$ cat src/rtl/gpio_port_pkg.sv
package gpio_port_pkg;

  localparam int unsigned ADDR_W = 3;

  typedef enum logic [ADDR_W-1:0] {
    SEL_DIR    = 3'd0,
    SEL_LEVEL  = 3'd1,
    SEL_PULLEN = 3'd2,
    SEL_POL    = 3'd3,
    SEL_IEN    = 3'd4,
    SEL_FLAG   = 3'd5,
    SEL_PAD    = 3'd6,
    SEL_NONE   = 3'd7
  } reg_sel_e;

  // per-pin configuration bundle handed from the register file to a slice
  typedef struct packed {
    logic dir;
    logic lvl;
    logic pen;
    logic pol;
    logic ien;
  } pin_cfg_t;

endpackage

$ cat src/rtl/gpio_sync2.sv
module gpio_sync2 #(
  parameter int unsigned STAGES = 2
) (
  input  logic clk,
  input  logic rst_n,
  input  logic d_i,
  output logic q_o
);
  localparam int unsigned LAST = STAGES - 1;

  logic [STAGES-1:0] chain_q;

  generate
    if (STAGES == 1) begin : g_one
      always_ff @(posedge clk or negedge rst_n) begin
        if (!rst_n) chain_q <= '0;
        else        chain_q <= d_i;
      end
    end else begin : g_many
      always_ff @(posedge clk or negedge rst_n) begin
        if (!rst_n) chain_q <= '0;
        else        chain_q <= {chain_q[STAGES-2:0], d_i};
      end
    end
  endgenerate

  assign q_o = chain_q[LAST];

endmodule

$ cat src/rtl/gpio_cfg_regs.sv
module gpio_cfg_regs
  import gpio_port_pkg::*;
#(
  parameter int unsigned NPINS = 8
) (
  input  logic                  clk,
  input  logic                  rst_n,
  input  logic                  we_i,
  input  logic [ADDR_W-1:0]     addr_i,
  input  logic [NPINS-1:0]      wdata_i,
  output logic [NPINS-1:0]      rdata_o,
  input  logic [NPINS-1:0]      flag_i,
  input  logic [NPINS-1:0]      pad_lvl_i,
  output pin_cfg_t [NPINS-1:0]  cfg_o,
  output logic [NPINS-1:0]      clr_o
);
  logic [NPINS-1:0] dir_q, lvl_q, pen_q, pol_q, ien_q;

  logic hit_dir, hit_lvl, hit_pen, hit_pol, hit_ien, hit_flag;

  always_comb begin
    hit_dir  = we_i && (addr_i == SEL_DIR);
    hit_lvl  = we_i && (addr_i == SEL_LEVEL);
    hit_pen  = we_i && (addr_i == SEL_PULLEN);
    hit_pol  = we_i && (addr_i == SEL_POL);
    hit_ien  = we_i && (addr_i == SEL_IEN);
    hit_flag = we_i && (addr_i == SEL_FLAG);
  end

  always_ff @(posedge clk or negedge rst_n) begin
    if (!rst_n) begin
      dir_q <= '0;
      lvl_q <= '0;
      pen_q <= '0;
      pol_q <= '0;
      ien_q <= '0;
    end else begin
      if (hit_dir) dir_q <= wdata_i;
      if (hit_lvl) lvl_q <= wdata_i;
      if (hit_pen) pen_q <= wdata_i;
      if (hit_pol) pol_q <= wdata_i;
      if (hit_ien) ien_q <= wdata_i;
    end
  end

  // write-1-to-clear request, one cycle wide, consumed by the slices
  assign clr_o = hit_flag ? wdata_i : '0;

  generate
    for (genvar p = 0; p < NPINS; p++) begin : g_cfg
      assign cfg_o[p].dir = dir_q[p];
      assign cfg_o[p].lvl = lvl_q[p];
      assign cfg_o[p].pen = pen_q[p];
      assign cfg_o[p].pol = pol_q[p];
      assign cfg_o[p].ien = ien_q[p];
    end
  endgenerate

  always_comb begin
    unique case (addr_i)
      SEL_DIR:    rdata_o = dir_q;
      SEL_LEVEL:  rdata_o = lvl_q;
      SEL_PULLEN: rdata_o = pen_q;
      SEL_POL:    rdata_o = pol_q;
      SEL_IEN:    rdata_o = ien_q;
      SEL_FLAG:   rdata_o = flag_i;
      SEL_PAD:    rdata_o = pad_lvl_i;
      default:    rdata_o = '0;
    endcase
  end

  // a direction write lands in the register on the next edge
  a_r10_dir_write_lands: assert property (@(posedge clk) disable iff (!rst_n)
    hit_dir |=> (dir_q == $past(wdata_i)));

  // writes to the read-only and unused addresses leave configuration alone
  a_r10_ro_write_inert: assert property (@(posedge clk) disable iff (!rst_n)
    (we_i && (addr_i == SEL_PAD || addr_i == SEL_NONE)) |=>
      ($stable(dir_q) && $stable(lvl_q) && $stable(pen_q) && $stable(pol_q) && $stable(ien_q)));

endmodule

$ cat src/rtl/gpio_pin_slice.sv
module gpio_pin_slice
  import gpio_port_pkg::*;
#(
  parameter int unsigned SYNC_STAGES = 2
) (
  input  logic     clk,
  input  logic     rst_n,
  input  pin_cfg_t cfg_i,
  input  logic     clr_i,
  input  logic     pad_i,
  output logic     pad_o,
  output logic     oe_o,
  output logic     pu_o,
  output logic     pd_o,
  output logic     flag_o,
  output logic     lvl_o
);
  logic sync_lvl;
  logic prev_q;
  logic flag_q;
  logic rise, fall, hit, set_now;

  gpio_sync2 #(.STAGES(SYNC_STAGES)) u_sync (
    .clk  (clk),
    .rst_n(rst_n),
    .d_i  (pad_i),
    .q_o  (sync_lvl)
  );

  always_ff @(posedge clk or negedge rst_n) begin
    if (!rst_n) prev_q <= 1'b0;
    else        prev_q <= sync_lvl;
  end

  always_comb begin
    rise    = sync_lvl & ~prev_q;
    fall    = ~sync_lvl & prev_q;
    hit     = cfg_i.pol ? rise : fall;
    set_now = hit & cfg_i.ien;
  end

  // set has priority over a same-cycle clear
  always_ff @(posedge clk or negedge rst_n) begin
    if (!rst_n)       flag_q <= 1'b0;
    else if (set_now) flag_q <= 1'b1;
    else if (clr_i)   flag_q <= 1'b0;
  end

  // pad controls: pulls only for inputs, polarity picks the rail
  always_comb begin
    oe_o  = cfg_i.dir;
    pad_o = cfg_i.lvl;
    pu_o  = ~cfg_i.dir & cfg_i.pen & ~cfg_i.pol;
    pd_o  = ~cfg_i.dir & cfg_i.pen &  cfg_i.pol;
  end

  assign flag_o = flag_q;
  assign lvl_o  = sync_lvl;

  // a flag only rises after a matching edge seen on the synchronized level
  a_r5_flag_from_edge: assert property (@(posedge clk) disable iff (!rst_n)
    $rose(flag_q) |-> $past(hit));

  // with the enable off a clear flag stays clear
  a_r6_no_set_disabled: assert property (@(posedge clk) disable iff (!rst_n)
    (!cfg_i.ien && !flag_q) |=> !flag_q);

  // a clear without a coincident set empties the flag
  a_r8_clear_takes: assert property (@(posedge clk) disable iff (!rst_n)
    (clr_i && !set_now) |=> !flag_q);

  // a set always lands, even under a clear
  a_r8_set_wins: assert property (@(posedge clk) disable iff (!rst_n)
    set_now |=> flag_q);

endmodule

$ cat src/rtl/gpio_port8.sv
module gpio_port8
  import gpio_port_pkg::*;
#(
  parameter int unsigned NPINS       = 8,
  parameter int unsigned SYNC_STAGES = 2
) (
  input  logic              clk,
  input  logic              rst_n,
  input  logic              reg_we_i,
  input  logic [2:0]        reg_addr_i,
  input  logic [NPINS-1:0]  reg_wdata_i,
  output logic [NPINS-1:0]  reg_rdata_o,
  input  logic [NPINS-1:0]  pad_in_i,
  output logic [NPINS-1:0]  pad_out_o,
  output logic [NPINS-1:0]  pad_oe_o,
  output logic [NPINS-1:0]  pull_up_o,
  output logic [NPINS-1:0]  pull_dn_o,
  output logic              irq_o
);
  pin_cfg_t [NPINS-1:0] cfg;
  logic     [NPINS-1:0] clr;
  logic     [NPINS-1:0] flags;
  logic     [NPINS-1:0] lvls;
  logic     [NPINS-1:0] ien_vec;
  logic     [NPINS-1:0] pending;

  gpio_cfg_regs #(.NPINS(NPINS)) u_regs (
    .clk      (clk),
    .rst_n    (rst_n),
    .we_i     (reg_we_i),
    .addr_i   (reg_addr_i),
    .wdata_i  (reg_wdata_i),
    .rdata_o  (reg_rdata_o),
    .flag_i   (flags),
    .pad_lvl_i(lvls),
    .cfg_o    (cfg),
    .clr_o    (clr)
  );

  generate
    for (genvar p = 0; p < NPINS; p++) begin : g_pin
      gpio_pin_slice #(.SYNC_STAGES(SYNC_STAGES)) u_slice (
        .clk   (clk),
        .rst_n (rst_n),
        .cfg_i (cfg[p]),
        .clr_i (clr[p]),
        .pad_i (pad_in_i[p]),
        .pad_o (pad_out_o[p]),
        .oe_o  (pad_oe_o[p]),
        .pu_o  (pull_up_o[p]),
        .pd_o  (pull_dn_o[p]),
        .flag_o(flags[p]),
        .lvl_o (lvls[p])
      );
      assign ien_vec[p] = cfg[p].ien;
    end
  endgenerate

  assign pending = flags & ien_vec;
  assign irq_o   = |pending;

  // the first cycle out of reset is quiet on every output
  a_r1_reset_quiet: assert property (@(posedge clk) disable iff (!rst_n)
    !$past(rst_n) |-> (pad_oe_o == '0 && pull_up_o == '0 && pull_dn_o == '0 && !irq_o));

  // an output pad never has a pull switched on
  a_r4_no_pull_on_output: assert property (@(posedge clk) disable iff (!rst_n)
    ((pad_oe_o & (pull_up_o | pull_dn_o)) == '0));

  // the request rises only when some flag newly pends
  a_r9_irq_rise_cause: assert property (@(posedge clk) disable iff (!rst_n)
    $rose(irq_o) |-> (flags != '0));

endmodule

$ cat config.mk
export PLATFORM = sky130hd
export DESIGN_NAME = gpio_port8
export DESIGN_NICKNAME = d
export VERILOG_FILES = /design/src/rtl/gpio_port_pkg.sv /design/src/rtl/gpio_sync2.sv /design/src/rtl/gpio_cfg_regs.sv /design/src/rtl/gpio_pin_slice.sv /design/src/rtl/gpio_port8.sv
export SDC_FILE = /design/constraint.sdc
export NUM_CORES = 1
export LEC_CHECK = 0
export ABC_AREA = 1
export CAP_MARGIN = 20
export CORE_UTILIZATION = 55
export CTS_CLUSTER_SIZE = 8
export DETAILED_ROUTE_END_ITERATION = 8
export DONT_BUFFER_PORTS = 1
export GPL_ROUTABILITY_DRIVEN = 0
export MAX_ROUTING_LAYER = met4
export PLACE_DENSITY = 0.7
export SLEW_MARGIN = 20
export SYNTH_ARGS = -nofsm -noshare
export SYNTH_HDL_FRONTEND = slang
export SYNTH_SLANG_ARGS = --single-unit
$ cat constraint.sdc
create_clock -name clk -period 1.1 [get_ports clk]
set_input_delay 0.055 -clock clk [delete_from_list [all_inputs] [get_ports clk]]
set_output_delay 0.055 -clock clk [all_outputs]
set_load 0.01 [all_outputs]
==> results of run 1 <==
[critical path: stages (launching register included)]
cell	delay, ps
dfrtp_1	410
nand2_1	90
nand4_1	100
or2_4	280
[metrics by stage]
stage	area, µm²	setup slack, ps
floorplan	3630	145
global placement	3550	152
detailed placement	3550	140
CTS	4310	-189
global route	4430	-237
finish	4430	-190
[final timing paths]
check,startpoint,to,slack [ps],cells after the start
max,g_pin[3].u_slice.flag_o$_DFFE_PN0P_,irq_o,-190,3
max in group asynchronous,rst_n,u_regs.pol_q[6]$_DFFE_PN0P_,1560,0
min in group clk,reg_we_i,u_regs.dir_q[3]$_DFFE_PN0P_,10,3
min,rst_n,u_regs.lvl_q[3]$_DFFE_PN0P_,-620,0
min reg2reg,g_pin[1].u_slice.u_sync.chain_q[0]$_DFF_PN0_,g_pin[1].u_slice.u_sync.chain_q[1]$_DFF_PN0_,350,0
max reg2reg,u_regs.pol_q[7]$_DFFE_PN0P_,g_pin[7].u_slice.flag_o$_DFFE_PN0P_,60,5
[synthesized netlist by cell type (2+ instances only)]
cell type	n	share of area, %
nand2_2	4	0.69
o21ai_2	2	0.48
buf_4	36	7.4
nand3b_1	7	1.4
o21ai_0	15	2.1
nor2_1	25	2.6
clkbuf_1	4	0.41
a21oi_1	7	0.96
inv_1	33	3.4
dfrtp_1	72	50
o21ai_1	30	4.1
buf_2	7	0.96
nand3_1	24	3.3
nor3_1	16	2.2
buf_6	3	0.93
inv_2	2	0.21
nand3_2	3	0.83
nand4_1	34	5.9
nand2_1	98	10
[routing by layer]
metal	global-route usage, %	routed length (µm)	share of wire [%]	vias up
li1	-	-	-	1443
met1	34.6	3860	41	1529
met2	45.6	4580	49	122
met3	9.44	774	8.3	12
met4	9.87	141	1.5	0
met5	-	0	0	-
[layout make-up]
| cell class | count | area (µm²) | area share [%] |
|---|---|---|---|
| Inverter | 35 | 134 | 3.02 |
| Sequential cell | 72 | 1820 | 41.0 |
| Timing Repair Buffer | 61 | 524 | 11.8 |
| Clock buffer | 9 | 124 | 2.80 |
| Multi-Input combinational cell | 271 | 1570 | 35.4 |
| Tap cell | 77 | 96.3 | 2.18 |
| Clock inverter | 7 | 166 | 3.76 |
[sequential cells by signal, summed over array words and instances (netlist names)]
name                          count
g_pin.u_slice.flag_o              8
u_regs.lvl_q                      8
g_pin.u_slice.prev_q              8
u_regs.pol_q                      8
u_regs.dir_q                      8
g_pin.u_slice.u_sync.chain_q     16
u_regs.pen_q                      8
u_regs.ien_q                      8
[timing repair]
action | in CTS | in global routing
resized for setup | 60 | 23
hold buffers | 17 | 1
buffers inserted | 13 | 6
pin swaps | 35 | 28
setup endpoints to repair | 25 | 43
endpoints found under the hold margin | 128 | 80
[power breakdown]
group	internal, mW	total (mW)	switching, mW
combinational	0.733	1.56	0.824
clock	1.97	3.00	1.03
sequential	3.06	3.57	0.514
[logic make-up (layout without fill, tap and decap cells)]
kind of cell           count (synthesis)  after routing  synth area share (%)
buffers and inverters                 86            112                  13.5
AND/OR/NAND/NOR                      216            216                  29.1
flip-flops                            72             72                  49.6
AO/OA/AOI/OAI                         55             55                  7.82
==> flow_summary_export.csv, run 1 <==
group,metric,value,unit
clocking,cts_buffers,9,
cells_and_area,final_common_cell,"nand2_1",
job,timing.max_cap.violations,0,
place,dpl.cell_count,479,
global_routing,grt_max_degree,73,
sta,worstMarginPinSlew,515,ps
global_routing,antenna_found_initial,0,
cells_and_area,fill_cells,493,
sta,timing.final.crit_share,117,%
critical_path,crit_fanout,3,
critical_path,cp-start-kind,"flip-flop",
sta,max_clock_freq,775,MHz
die,start_util,57.2,%
cells_and_area,area_delta_synth_final,22.0,%
cells_and_area,final_cell_mix,"nand2_1 (91), dfrtp_1 (60), buf_4 (38)",
die,dieArea,6930,µm²
route,drc,0,
sta,rsz0062_at_grt,"yes",
critical_path,cp.required,1040,ps
route,drtIter0Drc,288,
sta,finalWorstSetupSlack,-190,ps
sta,whs,-621,ps
critical_path,arrival,1230,ps
die,ios,63,
place,io_buffers,0,
min_path,min-delay-path-class,"primary input to asynchronous set/reset pin",
global_routing,grt_pass1_wl,15000,µm
logic_synthesis,yosysSeqAreaShare,49.6,%
route,wl,9360,µm
sta,max-slew-margin-rel,65.7,%
cells_and_area,layout.cells.non_filler,532,
clocking,clk_pin_slew,80,ps
sta,hold_viol_final,72,
logic_synthesis,ys_async_sr_fraction,100,%
die,core.rowCount,29,
power,power,8.13,mW
clocking,cts_tree,"yes",
sta,period_needed,1290,ps
global_routing,grt-ovfl-total,0,
route,dr_total_vias,3106,
global_routing,grt_pass1_vias,3044,
logic_synthesis,post_synth_num_cell_types,26,
die,die_x,83.3,µm
route,via_per_inst,5.84,
sta,fin_worst_skew,6.69,ps
cells_and_area,fin_nets,472,
clocking,worstSkewPairLatency,360,ps
logic_synthesis,ys_seq_elements,72,
sta,fin_tns_setup,-1860,ps
logic_synthesis,synthFlopType,"dfrtp_1",
logic_synthesis,syn_area_per_cell,8.46,µm²
power,power.density,1840,nW/µm²
route,detail-route-antenna-nets,0,
sta,drv_slew,0,
clocking,cts_root_buffer,"clkbuf_8",
die,core_area,6350,µm²
logic_synthesis,synth_edf_count,0,
logic_synthesis,synthCells,429,
die,dieHeight,83.3,µm
cells_and_area,drive_above_1_share,30.8,%
clocking,cts_buffer_depth,2,
power,p_leak,2.06,nW
global_routing,grt.total_usage,28.7,%
clocking,htreeDepth,3,
logic_synthesis,mappedNetlistNets,451,
logic_synthesis,syn-cell-area,3630,µm²
power,ir_worst_vdd,0.00135,V
logic_synthesis,yosysWarnings,0,
route,firstDrtPassIters,4,
outcome,outcome,"finished, violations left",
route,post_drt_wl_per_cell,17.6,µm
cells_and_area,num_antenna_cells,0,
cells_and_area,final_util,69.8,%
outcome,violations,"hold timing, setup timing",
clocking,clock-sinks,72,
critical_path,cp-end-kind,"output pin",
sta,setup_viol,22,
place,dp_hpwl,5490,µm
critical_path,worstSetupPathType,"flip-flop to output pin",
No activity file was read; power rests on OpenSTA's default activity.
==> run 2, diff against run 1 <==
--- a/config.mk
+++ b/config.mk
@@ -7,13 +7,13 @@
 export LEC_CHECK = 0
 export ABC_AREA = 1
 export CAP_MARGIN = 20
-export CORE_UTILIZATION = 55
+export CORE_UTILIZATION = 28
 export CTS_CLUSTER_SIZE = 8
 export DETAILED_ROUTE_END_ITERATION = 8
 export DONT_BUFFER_PORTS = 1
 export GPL_ROUTABILITY_DRIVEN = 0
 export MAX_ROUTING_LAYER = met4
-export PLACE_DENSITY = 0.7
+export SETUP_SLACK_MARGIN = 0.02
 export SLEW_MARGIN = 20
 export SYNTH_ARGS = -nofsm -noshare
 export SYNTH_HDL_FRONTEND = slang
==> run 2 against run 1 <==
Against the previous run: the flow still finishes with violations (hold timing, setup timing); first-iteration DRC count is 0.69% lower; hold slack better by 35 ps; combinational power barely moved; cell count grew 18%; die area grew 94%; count of clock-buffer cells in the layout up 2; clock skew up 1.4 ps; critical path depth unchanged; via count decreased by 4.6%; design area grew 2.1%; setup slack gained 21 ps; critical path type unchanged; largest power group unchanged.
==> flow_summary_export.csv, run 2 (synthesis results as in run 1) <==
group,metric,value,unit
outcome,outcome,"finished, violations left",
outcome,violations,"hold timing, setup timing",
power,p_switching,2.44,mW
sta,rsz0062_at_grt,"yes",
clocking,cts_root_buffer,"clkbuf_16",
die,start_util,28.8,%
sta,max_clock_freq,788,MHz
critical_path,cp-end-kind,"output pin",
critical_path,startpoint,"u_regs.ien_q[2]$_DFFE_PN0P_",
route,firstDrtPassIters,4,
sta,max-slew-margin-rel,65.5,%
cells_and_area,final_common_cell,"nand2_1",
global_routing,grt_pass1_vias,2930,
die,core_area,12600,µm²
clocking,clk_pin_slew,60,ps
job,timing.max_cap.violations,0,
global_routing,grt_pass1_wl,15700,µm
route,via_per_inst,4.73,
sta,period_needed,1270,ps
die,ios,63,
power,internal_power,6.07,mW
power,power.density,1880,nW/µm²
power,seqPwrFrac,42.1,%
power,clkPwrFrac,39.7,%
sta,finalWorstSetupSlack,-169,ps
critical_path,arrival,1210,ps
cells_and_area,drive_above_1_share,30.2,%
clocking,cts_buffer_depth,2,
sta,drv_slew,0,
die,dieArea,13400,µm²
route,drtIter0Drc,286,
critical_path,cp.required,1040,ps
sta,whs,-586,ps
place,io_buffers,0,
sta,fin_worst_skew,8.10,ps
critical_path,crit_fanout,3,
power,comb_power_share,18.2,%
critical_path,r2r-start,"u_regs.ien_q[0]$_DFFE_PN0P_",
route,met2WireLength,4380,µm
sta,setup_viol,25,
route,dr_wl_met3,842,µm
power,ir_worst_vdd,0.000754,V
die,die_x,116,µm
clocking,htreeDepth,3,
min_path,min-delay-path-class,"primary input to asynchronous set/reset pin",
critical_path,cp-start-kind,"flip-flop",
power,p_sw_share,28.7,%
route,wl_met1,4390,µm
route,drc,0,
critical_path,worstSetupPathType,"flip-flop to output pin",
global_routing,grt.total_usage,16.0,%
sta,timing.final.crit_share,115,%
cells_and_area,fin_nets,471,
cells_and_area,seq_area,1820,µm²
cells_and_area,area_delta_synth_final,24.5,%
route,detail-route-antenna-nets,0,
cells_and_area,multi_input_area,1490,µm²
sta,hold_viol_final,72,
route,post_drt_wl_per_cell,15.6,µm
clocking,worstSkewPairLatency,330,ps
place,dp_slack,88.1,ps
clocking,clock-sinks,72,
cells_and_area,largest_reg_flops,16,
cells_and_area,final_cell_mix,"nand2_1 (91), dfrtp_1 (60), buf_4 (37)",
global_routing,grt-ovfl-total,0,
route,highest_layer,"met4",
route,wl,9750,µm
sta,fin_tns_setup,-1880,ps
place,dp_hpwl,6790,µm
die,core.rowCount,41,
power,power,8.51,mW
sta,worstMarginPinSlew,518,ps
die,dieHeight,116,µm
global_routing,antenna_found_initial,1,
global_routing,grt_max_degree,73,
clocking,cts_buffers,9,
power,p_leak,2.06,nW
cells_and_area,fill_cells,1303,
clocking,cts_hold_buf,18,
route,dr_total_vias,2963,
cells_and_area,top_register,"g_pin.u_slice.u_sync.chain_q",
clocking,cts_tree,"yes",
## run 2: cell count changes in the layout (fill, tap and decap cells not counted), sizes merged
cell      previous run  this run
buf                 43        42
bufinv               5         3
clkbuf               9        11
clkinv               0         2
clkinvlp             1         0
diode                0         1
inv                 36        35
## run 2: timing repair
| action | CTS | global route |
|---|---|---|
| gates resized for setup | 55 | 17 |
| endpoints found under the setup margin | 25 | 37 |
| pin swaps | 35 | 17 |
| endpoints found under the hold margin | 124 | 72 |
| buffers inserted | 12 | 4 |
## run 2: through the flow
stage	instances	util, %	hold WS [ps]	cell area (µm²)
after floorplan	429	-	-241	3630
after global placement	576	29.2	-238	3680
after detailed placement	576	29.2	-238	3680
after CTS	622	35.3	-595	4450
after global routing	627	35.8	-599	4520
final	627	35.8	-586	4520
## run 2: path summary, 6_finish.rpt
| check | end | slack [ps] | depth (start not counted) |
|---|---|---|---|
| setup / recovery | irq_o | -170 | 3 |
| hold / removal | u_regs.pol_q[2]$_DFFE_PN0P_ | -590 | 0 |
| setup reg to reg | u_regs.ien_q[0]$_DFFE_PN0P_ | 70 | 5 |
| hold reg to reg | g_pin[4].u_slice.u_sync.chain_q[1]$_DFF_PN0_ | 350 | 0 |
| max in group asynchronous | u_regs.dir_q[6]$_DFFE_PN0P_ | 1550 | 0 |
| min in group clk | u_regs.pen_q[3]$_DFFE_PN0P_ | 50 | 3 |
## run 2: metal layers
layer | vias to the layer above | track usage, %
met4 | 0 | 5.47
met2 | 90 | 23.1
met5 | - | -
li1 | 1444 | -
met3 | 12 | 4.97
met1 | 1417 | 21.2
## run 2: critical path, stage by stage (launching register included)
cell and delay, ps:
dfrtp_1 390, nand2_1 80, nand4_1 110, or2_4 290
## run 2: area by class of cell
type,count,area share (%)
sequential,72,40.2
multi-input combinational,271,33.0
timing repair buffer,60,11.4
clock buffer,11,5.37
tap,172,4.76
inverter,35,2.91
clock inverter,5,2.30
antenna,1,0.0553
## run 2: power groups by stage
stage	Combinational [mW]	Sequential, mW	Clock, mW
global placement	1.13	3.54	0
floorplan	1.18	3.35	0
CTS	1.47	3.57	3.45
detailed placement	1.16	3.56	0
finish	1.55	3.58	3.38
global route	1.72	3.64	3.58
